### config.mk
export PLATFORM = sky130hd
export DESIGN_NAME = edge_irq_bank
export DESIGN_NICKNAME = d
export VERILOG_FILES = /design/src/rtl/gpio_irq_pkg.sv /design/src/rtl/in_sync.sv /design/src/rtl/pin_filter.sv /design/src/rtl/irq_regs.sv /design/src/rtl/edge_irq_bank.sv
export SDC_FILE = /design/constraint.sdc
export NUM_CORES = 1
export LEC_CHECK = 0
export CAP_MARGIN = 20
export CORE_ASPECT_RATIO = 0.7
export CORE_MARGIN = 2
export CORE_UTILIZATION = 35
export CTS_BUF_LIST = sky130_fd_sc_hd__clkbuf_4
export DETAILED_ROUTE_END_ITERATION = 10
export HOLD_SLACK_MARGIN = 0.03
export PLACE_DENSITY = 0.59
export RECOVER_POWER = 50
export SLEW_MARGIN = 5
export SYNTH_ARGS = -nofsm -noshare
export SYNTH_HDL_FRONTEND = slang
export SYNTH_SLANG_ARGS = --single-unit
### constraint.sdc
create_clock -name clk -period 5.9 [get_ports clk]
set_input_delay 0.885 -clock clk [delete_from_list [all_inputs] [get_ports clk]]
set_output_delay 0.885 -clock clk [all_outputs]
set_load 0.005 [all_outputs]
### src/rtl/gpio_irq_pkg.sv
package gpio_irq_pkg;

    localparam int DB_EXP_W = 3;
    localparam int MAX_EXP  = (1 << DB_EXP_W) - 1;
    localparam int CNT_W    = MAX_EXP + 1;
    localparam int CFG_W    = 6;

    typedef enum logic [1:0] {
        TRIG_NONE = 2'd0,
        TRIG_RISE = 2'd1,
        TRIG_FALL = 2'd2,
        TRIG_BOTH = 2'd3
    } trig_e;

    typedef struct packed {
        logic                db_en;
        logic [DB_EXP_W-1:0] db_exp;
        trig_e               trig;
    } pin_cfg_t;

    // Last count value of a 2^e tick window.
    function automatic logic [CNT_W-1:0] window_last(input logic [DB_EXP_W-1:0] e);
        logic [CNT_W-1:0] one;
        one = {{(CNT_W-1){1'b0}}, 1'b1};
        return (one << e) - one;
    endfunction

endpackage

### src/rtl/in_sync.sv
module in_sync #(
    parameter int WIDTH  = 32,
    parameter int STAGES = 2
) (
    input  logic             clk,
    input  logic             rst,
    input  logic [WIDTH-1:0] d,
    output logic [WIDTH-1:0] q
);
    logic [WIDTH-1:0] stage [STAGES];

    always_ff @(posedge clk) begin
        if (rst) stage[0] <= '0;
        else     stage[0] <= d;
    end

    for (genvar s = 1; s < STAGES; s++) begin : g_stage
        always_ff @(posedge clk) begin
            if (rst) stage[s] <= '0;
            else     stage[s] <= stage[s-1];
        end
    end

    assign q = stage[STAGES-1];
endmodule

### src/rtl/pin_filter.sv
module pin_filter
    import gpio_irq_pkg::*;
(
    input  logic     clk,
    input  logic     rst,
    input  logic     tick,
    input  logic     sin,
    input  pin_cfg_t cfg,
    output logic     evt
);
    logic             level;
    logic             level_d;
    logic [CNT_W-1:0] cnt;

    always_ff @(posedge clk) begin
        if (rst) begin
            level   <= 1'b0;
            level_d <= 1'b0;
            cnt     <= '0;
        end else begin
            level_d <= level;
            if (!cfg.db_en) begin
                level <= sin;
                cnt   <= '0;
            end else if (sin == level) begin
                cnt <= '0;
            end else if (tick) begin
                if (cnt >= window_last(cfg.db_exp)) begin
                    level <= sin;
                    cnt   <= '0;
                end else begin
                    cnt <= cnt + 1'b1;
                end
            end
        end
    end

    always_comb begin
        unique case (cfg.trig)
            TRIG_RISE: evt = level & ~level_d;
            TRIG_FALL: evt = ~level & level_d;
            TRIG_BOTH: evt = level ^ level_d;
            default:   evt = 1'b0;
        endcase
    end
endmodule

### src/rtl/irq_regs.sv
module irq_regs #(
    parameter int NPINS = 32
) (
    input  logic             clk,
    input  logic             rst,
    input  logic [NPINS-1:0] evt,
    input  logic [NPINS-1:0] wdata,
    input  logic             stat_clr_we,
    input  logic             mask_set_we,
    input  logic             mask_clr_we,
    output logic [NPINS-1:0] status,
    output logic [NPINS-1:0] mask,
    output logic             irq
);
    logic [NPINS-1:0] clr_bits, set_bits, unmask_bits;

    assign clr_bits    = stat_clr_we ? wdata : '0;
    assign set_bits    = mask_set_we ? wdata : '0;
    assign unmask_bits = mask_clr_we ? wdata : '0;

    always_ff @(posedge clk) begin
        if (rst) begin
            status <= '0;
            mask   <= '1;
        end else begin
            status <= (status & ~clr_bits) | evt;
            mask   <= (mask & ~unmask_bits) | set_bits;
        end
    end

    assign irq = |(status & ~mask);
endmodule

### src/rtl/edge_irq_bank.sv
module edge_irq_bank
    import gpio_irq_pkg::*;
#(
    parameter int NPINS       = 32,
    parameter int SYNC_STAGES = 2
) (
    input  logic                   clk,
    input  logic                   rst,
    input  logic                   ms_tick,
    input  logic [NPINS-1:0]       pin_in,
    input  logic [NPINS*CFG_W-1:0] pin_cfg,
    input  logic [NPINS-1:0]       wdata,
    input  logic                   stat_clr_we,
    input  logic                   mask_set_we,
    input  logic                   mask_clr_we,
    output logic [NPINS-1:0]       int_status,
    output logic [NPINS-1:0]       int_mask,
    output logic                   bank_irq
);
    logic [NPINS-1:0] pin_sync;
    logic [NPINS-1:0] edge_evt;

    in_sync #(.WIDTH(NPINS), .STAGES(SYNC_STAGES)) u_sync (
        .clk (clk),
        .rst (rst),
        .d   (pin_in),
        .q   (pin_sync)
    );

    for (genvar p = 0; p < NPINS; p++) begin : g_pin
        pin_filter u_filt (
            .clk  (clk),
            .rst  (rst),
            .tick (ms_tick),
            .sin  (pin_sync[p]),
            .cfg  (pin_cfg_t'(pin_cfg[p*CFG_W +: CFG_W])),
            .evt  (edge_evt[p])
        );
    end

    irq_regs #(.NPINS(NPINS)) u_regs (
        .clk         (clk),
        .rst         (rst),
        .evt         (edge_evt),
        .wdata       (wdata),
        .stat_clr_we (stat_clr_we),
        .mask_set_we (mask_set_we),
        .mask_clr_we (mask_clr_we),
        .status      (int_status),
        .mask        (int_mask),
        .irq         (bank_irq)
    );
endmodule

==> impl_metrics.tcl <==
set metrics [dict create \
    startpoint_type "input pin" \
    yosys_warnings 0 \
    num_io_pins 327 \
    port_buffers 326 \
    totalWireLength_microns 80000 \
    endpoint_kind "flop" \
    powerDensity_nw_per_um2 204 \
    worstHoldPathCells 1 \
    whs_ns 0.424 \
    cts_sinks 448 \
    cap_viol_max_count 1 \
    critPathArrivalTime_ns 5.06 \
    postCtsHoldBufs 0 \
    hold_path_class "flop to flop" \
    viasPerCell 4.92 \
    fin_nets 4573 \
    drtPass1Iterations 5 \
    clkTransAtPathRegs_ns 0.07 \
    clock_path_buffers 3 \
    final_cell_mix "dfxtp_1, nor2_1, ha_1, nand2_1, clkdlybuf4s50_1" \
    synth_top_area_cell "dfxtp_1" \
    die_y_microns 244 \
    ys_seq_area_frac 0.311 \
    period_share 0.718 \
    core_area_sq_um 82000 \
    p_total_mw 7.09 \
    synthTopCellsByArea "dfxtp_1, ha_1, nor2_1, nand2_1, a21oi_1" \
    numCtsBuffers 131 \
    peakVddDrop_mv 0.160 \
    worst_pin_slew_ns 4.33 \
    grt_pass1_wl_microns 126000 \
    path_cells "clkbuf_1, buf_12, nor2_1, a31o_2" \
    violations "capacitance limit, slew limit" \
    cts-root-buf "clkbuf_4" \
    yosysTopAreaCellShare 0.311 \
    dp_cells 4874 \
    antenna_found_initial 17 \
    p_leak_nw 13.4 \
    skew_ns 0.0643 \
    fin_crit_ns 4.24 \
    finalNonFillerCells 5102 \
    wl_per_cell_microns 15.7 \
    required_ns 6.72 \
    grt_pass1_vias 22833 \
    dpl.hpwl_microns 59700 \
    start_util 0.352 \
    reg2reg_depth 7 \
    ys.flop_type "dfxtp_1" \
    critical_path.top_delay_family "buffers and inverters" \
    dpl_worst_slack_ns 1.94 \
    globalRouteOverflowTotal 0 \
    cp.depth 4 \
    drive_above_1_share 0.0791 \
    postCtsSetupBuffers 0 \
    cts_resized 0 \
    hold_violations 0 \
    avgSynthCellArea_sq_um 8.15 \
    synthDistinctLibCells 52 \
    dieArea_sq_um 84800 \
    syn_to_final_growth_pct 20.3 \
    first_iter_violations 1553 \
    fillCellCount 8246 \
    max_freq_mhz 236 \
    synthCells 3541 \
    cts_max_level 4 \
    status "finished with violations" \
    max_stage_delay_ns 2.96 \
    maxSlewHeadroom -1.89 \
    rows 88 \
    setup-tns-final_ns 0 \
    clock_latency_ns 0.96 \
    synth_edf_count 0 \
    crit_type "input pin to flop" \
    fin_ws_ns 1.66 \
    placed_area_sq_um 33100 \
    yosys_register_bits 448 \
    utilization 0.423 \
    cts_tree "yes" \
    num_vias 25095 \
    remaining_drc_errors 0 \
    rsz0062_at_grt "no" \
    setup_viol 0 \
    grt_max_degree 138 \
    place_congestion 0.856 \
    worstPathMaxFanout 137 \
    layout_commonest_cell "dfxtp_1" \
    critPathSlowestCell "clkbuf_1" \
    drv_slew 88 \
    track_usage 0.187 \
    final_area_sq_um 34700 \
    synth.cell_area_sq_um 28900 \
    die_w_microns 347 \
    ant_nets 0 \
    async_flop_share 0 \
    worst-path-buf-inv 2 \
]
## power breakdown
group / internal [mW] / leakage [nW] / switching (mW) / total (mW)
clock: 1.60 / 0.962 / 1.43 / 3.04
combinational: 0.447 / 8.78 / 0.484 / 0.931
sequential: 3.08 / 3.63 / 0.0466 / 3.12
total: 5.12 / 13.4 / 1.96 / 7.09
## flip-flops by register name (all words and copies together) (netlist names)
signal / cells
g_pin.u_filt.cnt: 256
g_pin.u_filt.level: 32
g_pin.u_filt.level_d: 32
u_regs.mask: 32
u_regs.status: 32
u_sync.stage: 64
## path summary, 6_finish.rpt
kind | from | endpoint | slack (ns)
worst max-delay path | rst | g_pin[14].u_filt.level | 1.66
worst min-delay path | u_sync.stage[0][27] | u_sync.stage[1][27] | 0.42
worst max register to register | g_pin[8].u_filt.cnt[0] | g_pin[8].u_filt.cnt[4] | 3.66
worst min register to register | u_sync.stage[0][27] | u_sync.stage[1][27] | 0.42
## logic make-up (layout without fill, tap and decap cells)
group / after synthesis / in the layout / synth area share
XOR/XNOR: 246 / 246 / 0.0747
adder cells (fa/ha/maj): 384 / 384 / 0.166
multiplexers: 68 / 68 / 0.0236
AO/OA/AOI/OAI: 606 / 606 / 0.133
flip-flops: 448 / 448 / 0.311
other: 1 / 44 / 0.000130
AND/OR/NAND/NOR: 1474 / 1474 / 0.246
buffers and inverters: 314 / 752 / 0.0456
## synth_stat cells, types with 15 or more instances
cell type and number:
xnor2_1 119, a21oi_1 271, o21ai_0 109, buf_2 15, nand2b_1 26, or3_1 44, a221oi_1 32, a31o_2 26
o21a_1 28, dfxtp_1 448, nor2_2 45, nor2_1 431, nand3_1 147, nor3b_1 35, nand2_1 372, nor3_2 21
ha_1 384, nor2b_1 91, inv_1 204, nor3_1 140, clkbuf_1 67, xor2_1 127, o22ai_1 16, nand4_1 49
a221o_1 32, o21ai_1 17, and2_1 23, mux2i_1 68, o211ai_1 30
## final cells by class
type                       instances  area [sq um]  share of cell area
sequential                       448          8970               0.258
inverter                         205           771              0.0222
multi-input combinational       2810         18700               0.538
clock inverter                    39           292             0.00839
antenna                           12          30.0            0.000865
tap                             1080          1350              0.0389
clock buffer                     177          1330              0.0383
timing repair buffer             331          3310              0.0953
## metal layers
metal	global-route usage	wire length, microns	vias to the layer above
li1	-	-	13143
met1	0.274	41900	11291
met2	0.250	30400	525
met3	0.0617	6080	120
met4	0.0615	1470	16
met5	0	98	-
(Power assumes the default switching activity.)
